[src/rtl/lpi_cfg_regs.sv]
module lpi_cfg_regs #(
  parameter int         AW       = 8,
  parameter logic [4:0] LINES    = 5'd7,
  parameter logic [4:0] DIST_IDB = 5'd15,
  parameter logic [4:0] MIN_IDB  = 5'd13
) (
  input  logic          clk,
  input  logic          rst_n,
  input  logic [AW-1:0] addr,
  input  logic          rd,
  input  logic          wr,
  input  logic          size64,
  input  logic [63:0]   wdata,
  output logic [63:0]   rdata,
  input  logic          lpi_present,
  input  logic          sec_active,
  input  logic          are_ns,
  input  logic          are,
  output logic          lpi_en,
  output logic [4:0]    id_width,
  output logic          tbl_valid,
  output logic [51:0]   prop_base,
  output logic [51:0]   pend_base
);

  localparam logic [AW-1:0] A_DTYPE   = AW'(8'h00);
  localparam logic [AW-1:0] A_CTRL    = AW'(8'h10);
  localparam logic [AW-1:0] A_RTYPE   = AW'(8'h18);
  localparam logic [AW-1:0] A_WAKE    = AW'(8'h1C);
  localparam logic [AW-1:0] A_PROP    = AW'(8'h20);
  localparam logic [AW-1:0] A_PROP_HI = AW'(8'h24);
  localparam logic [AW-1:0] A_PEND    = AW'(8'h28);
  localparam logic [AW-1:0] A_PEND_HI = AW'(8'h2C);
  localparam logic [63:0] PROP_MASK = 64'h070F_FFFF_FFFF_FF9F;
  localparam logic [63:0] PEND_MASK = 64'h470F_FFFF_FFFF_0F80;

  logic        en_q;
  logic [1:0]  wake_q;
  logic [63:0] prop_q, pend_q;
  logic        lpi_sup;
  logic [31:0] dtype;
  logic [63:0] rd_val;

  logic hit_ctrl, hit_wake, hit_prop, hit_prop_hi, hit_pend, hit_pend_hi, mapped;

  assign hit_ctrl    = addr == A_CTRL;
  assign hit_wake    = addr == A_WAKE;
  assign hit_prop    = addr == A_PROP;
  assign hit_prop_hi = (addr == A_PROP_HI) && !size64;
  assign hit_pend    = addr == A_PEND;
  assign hit_pend_hi = (addr == A_PEND_HI) && !size64;
  assign mapped = (addr == A_DTYPE) || (addr == A_RTYPE) || hit_ctrl || hit_wake ||
                  hit_prop || hit_prop_hi || hit_pend || hit_pend_hi;

  assign lpi_sup = lpi_present && (sec_active ? are_ns : are);
  assign dtype = {6'b0, 2'b11, DIST_IDB, 1'b0, lpi_sup, 1'b0, 5'b0,
                  sec_active, 5'b0, LINES};

  always_comb begin
    rd_val = '0;
    case (1'b1)
      addr == A_DTYPE: rd_val = {32'b0, dtype};
      hit_ctrl:        rd_val = {63'b0, en_q};
      addr == A_RTYPE: rd_val = {63'b0, lpi_present};
      hit_wake:        rd_val = {61'b0, wake_q, 1'b0};
      hit_prop:        rd_val = size64 ? prop_q : {32'b0, prop_q[31:0]};
      hit_prop_hi:     rd_val = {32'b0, prop_q[63:32]};
      hit_pend:        rd_val = size64 ? pend_q : {32'b0, pend_q[31:0]};
      hit_pend_hi:     rd_val = {32'b0, pend_q[63:32]};
      default:         rd_val = '0;
    endcase
  end

  always_ff @(posedge clk or negedge rst_n) begin
    if (!rst_n) begin
      en_q   <= 1'b0;
      wake_q <= 2'b11;
      prop_q <= '0;
      pend_q <= '0;
      rdata  <= '0;
    end else begin
      if (rd) rdata <= rd_val;
      if (wr) begin
        if (hit_ctrl && lpi_present) en_q <= wdata[0];
        if (hit_wake) wake_q <= wdata[2:1];
        if (hit_prop) begin
          if (size64) prop_q <= wdata & PROP_MASK;
          else        prop_q[31:0] <= wdata[31:0] & PROP_MASK[31:0];
        end
        if (hit_prop_hi) prop_q[63:32] <= wdata[31:0] & PROP_MASK[63:32];
        if (hit_pend) begin
          if (size64) pend_q <= wdata & PEND_MASK;
          else        pend_q[31:0] <= wdata[31:0] & PEND_MASK[31:0];
        end
        if (hit_pend_hi) pend_q[63:32] <= wdata[31:0] & PEND_MASK[63:32];
      end
    end
  end

  assign lpi_en    = en_q;
  assign id_width  = (prop_q[4:0] > DIST_IDB) ? DIST_IDB : prop_q[4:0];
  assign tbl_valid = prop_q[4:0] >= MIN_IDB;
  assign prop_base = {prop_q[51:12], 12'h000};
  assign pend_base = {pend_q[51:16], 16'h0000};

  assert_ctrl_locked_R4: assert property (@(posedge clk) disable iff (!rst_n)
    !lpi_present |=> $stable(lpi_en));

  assert_width_clamped_R7: assert property (@(posedge clk) disable iff (!rst_n)
    id_width <= DIST_IDB);

  assert_valid_width_R8: assert property (@(posedge clk) disable iff (!rst_n)
    tbl_valid |-> id_width >= MIN_IDB);

  assert_low_write_keeps_high_R9: assert property (@(posedge clk) disable iff (!rst_n)
    (wr && !size64 && addr == A_PROP) |=> prop_base[51:32] == $past(prop_base[51:32]));

  assert_unmapped_write_R11: assert property (@(posedge clk) disable iff (!rst_n)
    (wr && !mapped) |=> ($stable(prop_base) && $stable(pend_base) &&
                         $stable(lpi_en) && $stable(id_width)));

  assert_unmapped_read_R11: assert property (@(posedge clk) disable iff (!rst_n)
    (rd && !mapped) |=> rdata == 64'h0);

endmodule

[config.mk]
export PLATFORM = sky130hd
export DESIGN_NAME = lpi_cfg_regs
export DESIGN_NICKNAME = d
export VERILOG_FILES = /design/src/rtl/lpi_cfg_regs.sv
export SDC_FILE = /design/constraint.sdc
export NUM_CORES = 1
export LEC_CHECK = 0
export ABC_AREA = 1
export BUFFER_PORTS_ARGS = -buffer_cell sky130_fd_sc_hd__buf_2
export CAP_MARGIN = 20
export CORE_ASPECT_RATIO = 0.6
export CORE_MARGIN = 2
export CORE_UTILIZATION = 50
export CTS_CLUSTER_SIZE = 12
export DETAILED_ROUTE_END_ITERATION = 8
export PLACE_DENSITY = 0.88
export SLEW_MARGIN = 20
export SYNTH_ARGS = -nofsm -noshare
export SYNTH_HDL_FRONTEND = slang
export SYNTH_SLANG_ARGS = --single-unit
[constraint.sdc]
create_clock -name clk -period 1.2 [get_ports clk]
set_input_delay 0.24 -clock clk [delete_from_list [all_inputs] [get_ports clk]]
set_output_delay 0.24 -clock clk [all_outputs]
set_load 0.05 [all_outputs]
# After elaboration in Yosys (flattened, before gate mapping)
# Index checks and enable logic that the tools add are counted.
# word_totals
reg_bits	182
in_bits	81
out_inout_bits	175
# classes
magnitude_cmp	2
eq_ne	7
muxes	18
reduce_logical	16
# ops
operator	n
64-bit two-way mux	11
32-bit two-way mux	5
8-bit by 6-bit == test with 1-bit output, second input constant	4
8-bit by 5-bit == test with 1-bit output, second input constant	3
8-bit logical NOT	1
2-bit AND reduction	4
2-bit nonzero test	4
3-bit AND reduction	2
5-bit by 4-bit >= comparator with 1-bit output, second input constant	1
5-bit by 4-bit > comparator with 1-bit output, second input constant	1
5-bit two-way mux	1
1-bit logical AND	4
1-bit logical NOT	1
1-bit two-way mux	1

# Depth between registers and ports, before layout
# Gate-level depths: netlist (run 1).
# logic_depth
depth_word	10
ltp_mapped	11
ltp_nobuf	11

# Least setup slack after synthesis (run 1)
# Ideal clock, no wire load.
# synth_path
path_kind	input to register
startpoint	in addr[1]
endpoint	reg rdata[37]
setup_ns	0.125
arrival_ns	1.268
t_required_ns	1.075
path_slack_ns	-0.193
stages	10
n_path_buf	2
cell_sequence	nor2_4 nand3_4 nor2_1 nor2_2 nand2_2 buf_6 nor2_4 buf_6 nand2_1 nand3_1
# synth_between
elab_chain_len	8
# synth_rtl
item	line_no	rtl
start, declared	9	input logic [AW-1:0] addr,
8-bit by 6-bit == test with 1-bit output, on equally long branches	50, 49	
64-bit two-way mux / 1-bit logical AND (equally long branches)	61, 49	
64-bit two-way mux (5 in series)	61	case (1'b1)
64-bit two-way mux *	61	
end signal, assigned	82	if (rd) rdata <= rd_val;
end, declared	14	output logic [63:0] rdata,
# Every way passes the cells marked *; elsewhere a longest branch is shown, timed or not.
# A chain may end at the register's enable or synchronous reset.

# Worst setup path in the final report (run 1)
# layout_path
startpoint	reg prop_q[1]
endpoint	out tbl_valid
# layout_between
elab_chain_len	1
# layout_rtl
item	line_no	rtl
start, declared	39	logic [63:0] prop_q, pend_q;
start signal, assigned	87	if (size64) prop_q <= wdata & PROP_MASK;
start signal, assigned	88	else prop_q[31:0] <= wdata[31:0] & PROP_MASK[31:0];
5-bit by 4-bit >= comparator with 1-bit output	102	assign tbl_valid = prop_q[4:0] >= MIN_IDB;
end, declared	21	output logic tbl_valid,
# Every way passes these cells.

==> flow_summary_export.csv, run 1 <==
group,metric,value,unit
status,status,"finished with violations",
status,violations,"setup timing",
routing,viasPerCell,6.37,
power_and_ir_drop,p_comb_share,14.9,%
floorplanning,floorplan.initialDensity,51.1,%
grt,grt_pass1_vias,8437,
grt,grt_pass1_wl,46.4,mm
worst_setup_path,crit_required,960,ps
cts,root_buffer,"clkbuf_16",
routing,ant_nets,0,
sta,whs,65.0,ps
floorplanning,die_x,170,um
grt,grt_overflow,0,
synthesis,ys_seq_elements,158,
cts,cts_sinks,158,
layout,drive_gt1_share,53.4,%
sta,slew_violations,0,
synthesis,synth_warnings,0,
power_and_ir_drop,p_int,9.22,mW
grt,grt_usage,34.4,%
routing,drc_errors,0,
placed_design,detailedPlace.worstSlack,-462,ps
routing,first_iter_violations,1723,
placed_design,hpwl,19.5,mm
worst_setup_path,start_kind,"flip-flop",
cts,cts-buffers-inserted,17,
power_and_ir_drop,irDropWorstVdd,0.00103,V
worst_setup_path,cpMaxStageDelayCell,"dfrtp_1",
layout,synthToLayoutAreaGrowth,70.7,%
sta,hold_viol_final,0,
worst_setup_path,crit_path_max_incr_delay,440,ps
worst_setup_path,path_max_fanout,3,
routing,dr.pass1.iters,9,
placed_design,port_buffers,218,
hold_path,hold_path.class,"in2reg",
power_and_ir_drop,power_density,940,mW/mm^2
job,cap_violations,0,
synthesis,yosysSeqAreaShare,47.6,%
floorplanning,ios,256,
power_and_ir_drop,clkPwrFrac,43.4,%
routing,wl,44.2,mm
synthesis,syn_area,0.00831,mm^2
sta,rsz0062_at_grt,"yes",
floorplanning,core,0.0163,mm^2
sta,finalSetupViolCount,233,
power_and_ir_drop,switchingPower,4.12,mW
sta,timing.fmax,580,MHz
worst_setup_path,critical-path-top-delay-family,"flip-flops",
layout,nNetsFinal,1477,
grt,grt_max_degree,37,
floorplanning,fp.dieH,104,um
synthesis,netlist_instances,1029,
cts,htree_levels,4,
power_and_ir_drop,power.share.sequential,41.8,%
grt,antenna_found_initial,4,
power_and_ir_drop,p_leak,7.61,nW
worst_setup_path,cp_num_buf_inv,1,
cts,cts_tree,"yes",
worst_setup_path,crit_chain,"o211ai_1, nand2_1, buf_6",
synthesis,yosysUniqueCellTypes,32,
worst_setup_path,critical_path_class,"reg2out",
sta,timing.final.ws_setup,-524,ps
routing,wl_per_cell,26.9,um
cts,clockBufferDepth,2,
layout,final_common_cell,"nand2_1",
power_and_ir_drop,swShare,30.9,%
cts,clk_latency,450,ps
placed_design,place_congestion,0.921,
floorplanning,dieArea,0.0177,mm^2
floorplanning,num_rows,36,
sta,period_needed,1720,ps
cts,path_clk_slew,70,ps
sta,fin_crit_sh,144,%
layout,layout_common_cells,"232 x nand2_1, 182 x buf_4, 170 x buf_6, 144 x dfrtp_1, 64 x buf_2",
sta,finClkSkew,8.96,ps
synthesis,synth_area_per_cell,8.08,um^2
routing,num_vias,10456,
worst_setup_path,end_kind,"output port",
worst_setup_path,crit_arrival,1480,ps
==> flip-flops by register name, indices dropped and copies added, names as in the netlist <==
name    cells
prop_q     53
wake_q      2
lpi_en      1
pend_q     45
rdata      57
==> routing by layer <==
layer	global-route usage, %	routed length, um	part of all wire [%]	up-vias
met5	0	14	0.032	-
met4	13.3	4010	9.1	2
met3	10.8	6990	16	428
met2	54.8	18700	42	1216
met1	44.1	14500	33	4876
li1	-	-	-	3934
==> cell usage after synthesis <==
cell type,n,area share (%)
nand2_1,314,14
dfrtp_1,156,47
buf_4,114,10
o21ai_1,73,4.4
nor2_1,53,2.4
nand3_1,51,3.1
o21ai_0,49,3.0
inv_1,48,2.2
a21oi_1,37,2.2
a22oi_1,36,3.3
buf_2,26,1.6
clkbuf_1,18,0.81
inv_2,12,0.54
nor2_4,6,0.81
mux2_2,5,0.68
or2_0,4,0.30
or2_2,4,0.30
buf_6,3,0.41
nand2_2,3,0.23
dfstp_2,2,0.63
nor2_2,2,0.15
nor3_4,2,0.39
o211ai_1,2,0.18
a31oi_1,1,0.075
buf_1,1,0.045
conb_1,1,0.045
nand3_2,1,0.12
nand3_4,1,0.21
nand4_1,1,0.075
nor2_8,1,0.24
o21ai_4,1,0.20
o22ai_1,1,0.075
==> metrics by stage <==
step / utilization (%) / power [mW] / TNS [ps] / std cells / area [um^2]
after floorplan: - / 6.61 / -8680 / 1057 / 8590
after global placement: 59.3 / 7.03 / -50500 / 1417 / 9650
after detailed placement: 59.3 / 7.06 / -57520 / 1417 / 9650
after CTS: 73.0 / 12.8 / -7650 / 1543 / 11900
after global routing: 87.2 / 13.6 / -32060 / 1640 / 14200
final: 87.2 / 13.3 / -27540 / 1642 / 14200
==> tightest hold or removal path: cells and delay by family <==
kind	cells	cell delay [ps]
buf+inv	2	150
compound gates	1	80
==> logic make-up after synthesis <==
logic type	count (synthesis)	share of synthesized area, %
buffers and inverters	222	15.8
other	1	0.0451
multiplexers	5	0.677
AO/OA/AOI/OAI	200	13.4
flip-flops	158	47.6
AND/OR/NAND/NOR	443	22.5
==> worst paths after layout <==
check,depth (start not counted),start,slack (ps),endpoint
setup / recovery,3,prop_q[1]$_DFFE_PN0P_,-520,tbl_valid
hold / removal,3,wdata[23],70,prop_q[23]$_DFFE_PN0P_
setup reg to reg,6,prop_q[1]$_DFFE_PN0P_,-100,rdata[1]$_DFFE_PN0P_
hold reg to reg,2,pend_q[10]$_DFFE_PN0P_,510,pend_q[10]$_DFFE_PN0P_
max in group asynchronous,3,rst_n,320,prop_q[32]$_DFFE_PN0P_
min in group asynchronous,2,rst_n,280,rdata[61]$_DFFE_PN0P_
==> layout make-up <==
type	instances	area, um^2
Timing Repair Buffer	481	4920
Multi-Input combinational cell	678	4140
Sequential cell	158	3970
Fill cell	663	2080
Clock buffer	18	429
Tap cell	228	285
Inverter	60	270
Clock inverter	14	158
Antenna cell	5	12.5
==> what timing repair did <==
item / 4_1_cts / 5_1_grt
pin swaps: 5 / 109
hold buffers: 1 / 0
hold endpoints to repair: 25 / 0
cloned: 0 / 23
setup endpoints to repair: 149 / 252
resized for setup: 302 / 329
setup buffers: 93 / 78
==> power groups by stage <==
| stage | Combinational [mW] | Clock [mW] | Sequential, mW |
|---|---|---|---|
| floorplan | 0.894 | 0 | 5.71 |
| global placement | 1.40 | 0 | 5.63 |
| detailed placement | 1.43 | 0 | 5.63 |
| CTS | 1.68 | 5.55 | 5.54 |
| global route | 2.05 | 5.93 | 5.57 |
| finish | 1.98 | 5.78 | 5.57 |
Note: power is estimated with default switching activity, not from simulation.
==> inputs of run 2 (changes only) <==
--- a/config.mk
+++ b/config.mk
@@ -13,7 +13,7 @@
 export CORE_UTILIZATION = 50
 export CTS_CLUSTER_SIZE = 12
 export DETAILED_ROUTE_END_ITERATION = 8
-export PLACE_DENSITY = 0.88
+export PLACE_DENSITY = 0.78
 export SLEW_MARGIN = 20
 export SYNTH_ARGS = -nofsm -noshare
 export SYNTH_HDL_FRONTEND = slang
==> run 2 against run 1 <==
The flow still finishes with violations (setup timing). Core utilization shrank 4.5 points. Hold slack improved by 18 ps. Maximum frequency is 9.9% higher. Design area shrank 5.1%. Combinational power shrank 7%. Global-route usage is 0.53 points higher. First-iteration DRC count fell by 12%.
==> flow_summary_export.csv, run 2 (synthesized netlist as in run 1, its figures left out) <==
group,metric,value,unit
sta,whs,83.1,ps
floorplanning,num_rows,36,
grt,antenna_found_initial,2,
worst_setup_path,crit_arrival,1330,ps
cts,cts-buffers-inserted,17,
floorplanning,die_x,170,um
grt,grt_pass1_wl,47.2,mm
sta,rsz0062_at_grt,"yes",
layout,largest_register,"rdata",
cts,path_clk_slew,80,ps
grt,grt_pass1_vias,8544,
worst_setup_path,end_kind,"output port",
grt,grt_overflow,0,
layout,final_common_cell,"nand2_1",
cts,cts_tree,"yes",
grt,grt_max_degree,43,
cts,clockBufferDepth,2,
power_and_ir_drop,p_leak,7.20,nW
routing,dr.pass1.iters,8,
sta,finalSetupViolCount,216,
cts,clk_latency,430,ps
sta,hold_viol_final,0,
floorplanning,dieArea,0.0177,mm^2
layout,largestRegisters,"rdata x57, prop_q x53, pend_q x45",
sta,fin_crit_sh,131,%
job,cap_violations,0,
power_and_ir_drop,irDropWorstVdd,0.000966,V
layout,largest_reg_flops,57,
power_and_ir_drop,power_density,936,mW/mm^2
placed_design,detailedPlace.worstSlack,-544,ps
layout,seqCellArea,0.00397,mm^2
power_and_ir_drop,power,12.6,mW
status,violations,"setup timing",
sta,timing.fmax,638,MHz
sta,timing.final.ws_setup,-368,ps
worst_setup_path,path_max_fanout,3,
placed_design,hpwl,19.3,mm
status,status,"finished with violations",
worst_setup_path,crit_required,960,ps
floorplanning,ios,256,
layout,layout_common_cells,"237 x nand2_1, 174 x buf_4, 159 x buf_6, 148 x dfrtp_1, 70 x o21ai_1",
cts,cts_sinks,158,
hold_path,hold_path.class,"in2reg",
routing,first_iter_violations,1509,
floorplanning,fp.dieH,104,um
sta,setup-tns-final,-13330,ps
sta,finClkSkew,10.8,ps
routing,num_vias,9723,
cts,htree_levels,4,
routing,ant_nets,0,
layout,synthToLayoutAreaGrowth,61.9,%
sta,period_needed,1570,ps
placed_design,place_congestion,0.927,
layout,fill_cells,799,
layout,nNetsFinal,1451,
placed_design,port_buffers,218,
worst_setup_path,start_kind,"flip-flop",
routing,drc_errors,0,
routing,wl_per_cell,23.5,um
worst_setup_path,critical_path_class,"reg2out",
grt,grt_usage,35.0,%
routing,viasPerCell,6.03,
layout,multiInputGateArea,0.00385,mm^2
floorplanning,floorplan.initialDensity,51.1,%
cts,root_buffer,"clkbuf_16",
sta,slew_violations,0,
layout,drive_gt1_share,48.7,%
routing,wl,38.0,mm
floorplanning,core,0.0163,mm^2
run 2: per-layer routing:
| metal | part of all wire (%) | up-vias | track usage (%) |
|---|---|---|---|
| li1 | - | 3881 | - |
| met1 | 34 | 4559 | 45.8 |
| met2 | 44 | 973 | 55.5 |
| met3 | 14 | 308 | 10.5 |
| met4 | 7.8 | 2 | 12.0 |
| met5 | 0.034 | - | 0 |
run 2: final cells by class:
cell class                      instances  share of cell area, %
Antenna cell                            2                 0.0372
Multi-Input combinational cell        677                   28.6
Timing Repair Buffer                  456                   33.9
Sequential cell                       158                   29.5
Clock buffer                           17                   3.16
Tap cell                              228                   2.12
Clock inverter                         15                  0.846
Inverter                               60                   1.84
run 2: worst max-delay path: stages (launching register included):
cell and delay [ps]:
dfrtp_1 440, o211ai_1 200, nand2_1 100, buf_6 160
run 2: metrics by stage:
step	util (%)	area (um^2)	cells
4_1_cts	75.1	12200	1554
3_5_place_dp	59.3	9640	1417
3_3_place_gp	59.3	9640	1417
2_1_floorplan	-	8590	1057
6_report	82.8	13500	1613
5_1_grt	82.7	13500	1612
run 2: path summary, 6_finish.rpt:
path | cells after the start | slack (ps) | startpoint | end
min reg2reg | 2 | 520 | pend_q[9]$_DFFE_PN0P_ | pend_q[9]$_DFFE_PN0P_
min | 2 | 80 | wdata[12] | prop_q[12]$_DFFE_PN0P_
max reg2reg | 5 | -150 | pend_q[42]$_DFFE_PN0P_ | rdata[10]$_DFFE_PN0P_
min in group asynchronous | 2 | 250 | rst_n | rdata[61]$_DFFE_PN0P_
max in group asynchronous | 3 | 330 | rst_n | pend_q[41]$_DFFE_PN0P_
max | 3 | -370 | prop_q[1]$_DFFE_PN0P_ | tbl_valid
run 2: what timing repair did:
action,CTS,global route
setup endpoints to repair,174,263
resized for setup,372,190
pin swaps,22,57
cloned,3,11
setup buffers,102,48
hold buffers,1,0
endpoints found under the hold margin,45,0
run 2: power breakdown:
part           leakage (nW)  total, mW  internal (mW)  switching [mW]
combinational          4.79       1.85          0.626            1.23
sequential             2.15       5.56           5.44           0.118
clock                 0.258       5.18           2.68            2.50
==> inputs of run 3 (changes only) <==
--- a/config.mk
+++ b/config.mk
@@ -9,11 +9,12 @@
 export BUFFER_PORTS_ARGS = -buffer_cell sky130_fd_sc_hd__buf_2
 export CAP_MARGIN = 20
 export CORE_ASPECT_RATIO = 0.6
-export CORE_MARGIN = 2
+export CORE_MARGIN = 3
 export CORE_UTILIZATION = 50
 export CTS_CLUSTER_SIZE = 12
 export DETAILED_ROUTE_END_ITERATION = 8
 export PLACE_DENSITY = 0.78
+export REMOVE_ABC_BUFFERS = 1
 export SLEW_MARGIN = 20
 export SYNTH_ARGS = -nofsm -noshare
 export SYNTH_HDL_FRONTEND = slang
==> run 3 against run 2 <==
The flow still finishes with violations (setup timing). Sequential share of layout area is 1.9 points lower. Design area is 6.9% higher. Total power grew 6.0%. Global-route usage fell by 1.3 points. Sequential cell count did not move. Critical endpoint is now rdata[37]$_DFFE_PN0P_.
==> flow_summary_export.csv, run 3 (synthesized netlist as in run 1, its figures left out) <==
group,metric,value,unit
status,status,"finished with violations",
status,violations,"setup timing",
routing,num_vias,10368,
power_and_ir_drop,power_density,928,mW/mm^2
grt,grt_max_degree,48,
layout,layout_common_cells,"207 x nand2_1, 192 x buf_4, 169 x buf_6, 142 x dfrtp_1, 65 x buf_2",
worst_setup_path,crit_arrival,2130,ps
cts,cts-buffers-inserted,17,
floorplanning,core,0.0158,mm^2
sta,timing.final.ws_setup,-562,ps
layout,final_common_cell,"nand2_1",
placed_design,dp_cells,1413,
routing,ant_nets,0,
routing,first_iter_violations,1785,
placed_design,placed_cell_area,0.00951,mm^2
power_and_ir_drop,p_comb_share,15.0,%
worst_setup_path,path_max_fanout,7,
placed_design,hpwl,18.1,mm
grt,grt_pass1_wl,47.4,mm
cts,clockBufferDepth,2,
floorplanning,die_x,172,um
layout,largest_reg_flops,57,
layout,synthToLayoutAreaGrowth,73.2,%
layout,nNetsFinal,1487,
sta,fin_crit_sh,147,%
floorplanning,dieArea,0.0183,mm^2
worst_setup_path,crit_required,1570,ps
layout,largest_register,"rdata",
worst_setup_path,start_kind,"input pin",
grt,grt_usage,33.7,%
power_and_ir_drop,clkPwrFrac,43.4,%
grt,grt_pass1_vias,8690,
power_and_ir_drop,power,13.4,mW
floorplanning,ios,256,
cts,clk_latency,430,ps
layout,final_cells,1643,
placed_design,place_congestion,0.885,
sta,rsz0062_at_grt,"yes",
cts,htree_levels,4,
power_and_ir_drop,p_int,9.37,mW
routing,wl_per_cell,27.2,um
cts,path_clk_slew,70,ps
sta,whs,56.1,ps
layout,drive_gt1_share,56.0,%
power_and_ir_drop,swShare,29.8,%
routing,viasPerCell,6.31,
sta,worst_slew_pin_slew,651,ps
grt,antenna_found_initial,0,
routing,wl,44.6,mm
sta,period_needed,1760,ps
cts,cts_tree,"yes",
power_and_ir_drop,p_leak,7.64,nW
sta,finClkSkew,14.7,ps
sta,timing.fmax,568,MHz
worst_setup_path,end_kind,"flip-flop",
job,cap_violations,0,
power_and_ir_drop,power.share.sequential,41.6,%
routing,dr.pass1.iters,7,
floorplanning,num_rows,35,
layout,finalInstanceArea,0.0144,mm^2
sta,slew_violations,0,
placed_design,port_buffers,218,
floorplanning,fp.dieH,106,um
sta,max_slew_margin,56.6,%
cts,cts_sinks,158,
cts,root_buffer,"clkbuf_16",
placed_design,detailedPlace.worstSlack,-672,ps
worst_setup_path,critical_path_class,"in2reg",
layout,largestRegisters,"rdata x57, prop_q x53, pend_q x45",
routing,drc_errors,0,
floorplanning,floorplan.initialDensity,52.6,%
hold_path,hold_path.class,"in2reg",
grt,grt_overflow,0,
sta,hold_viol_final,0,
power_and_ir_drop,switchingPower,3.99,mW
power_and_ir_drop,irDropWorstVdd,0.00108,V
sta,finalSetupViolCount,303,
-- run 3: cell type report --
class,count,area (um^2)
multi-input cells,679,4310
repair inverters,2,22.5
inverters,60,267
flip-flops and latches,158,3970
diodes,2,5.00
fillers,544,1420
well taps,222,278
repair buffers,488,4920
clock inverters,12,153
clock buffers,20,457
-- run 3: final timing paths --
path                                           to  slack (ps)                   start  depth (start not counted)
max                         rdata[37]$_DFFE_PN0P_        -560                 addr[0]                         11
min                        prop_q[20]$_DFFE_PN0P_          60               wdata[20]                          3
max reg2reg                  rdata[0]$_DFFE_PN0P_        -170  pend_q[32]$_DFFE_PN0P_                          9
min reg2reg                 rdata[14]$_DFFE_PN0P_         510   rdata[14]$_DFFE_PN0P_                          2
max in group asynchronous  pend_q[47]$_DFFE_PN0P_         350                   rst_n                          3
min in group asynchronous   rdata[35]$_DFFE_PN0P_         300                   rst_n                          2
-- run 3: metal layers --
metal	wire (um)	vias up	global-route usage, %
met5	0	-	0
met4	4060	0	12.1
met3	7590	446	11.5
met2	18500	1183	52.3
met1	14500	4789	43.7
li1	-	3950	-
-- run 3: power by group through the flow --
stage | Combinational, mW | Sequential [mW] | Clock (mW)
3_5_place_dp | 1.37 | 5.63 | 0
2_1_floorplan | 0.458 | 5.94 | 0
6_report | 2.00 | 5.56 | 5.79
5_1_grt | 2.08 | 5.56 | 5.99
4_1_cts | 1.67 | 5.54 | 5.66
3_3_place_gp | 1.36 | 5.63 | 0
-- run 3: critical path, stage by stage --
cell,delay (ps)
buf_8,100
nor2_4,190
buf_6,130
buf_6,100
buf_6,110
nand4_1,360
nor3_4,410
buf_6,190
buf_12,160
nand2_4,50
nand3_1,70
-- run 3: through the flow --
step           util [%]  setup TNS, ps
2_1_floorplan         -        -157570
3_3_place_gp       60.2         -68440
3_5_place_dp       60.2         -72980
6_report           91.0         -48320
5_1_grt            91.0         -58420
4_1_cts            77.6          -8920
-- run 3: what timing repair did --
action                     4_1_cts  5_1_grt
hold endpoints to repair        19        0
cloned                           3       23
pin swaps                       26       86
buffers inserted               112       64
setup endpoints to repair      227      267
resized for setup              396      337
hold buffers                     1        0
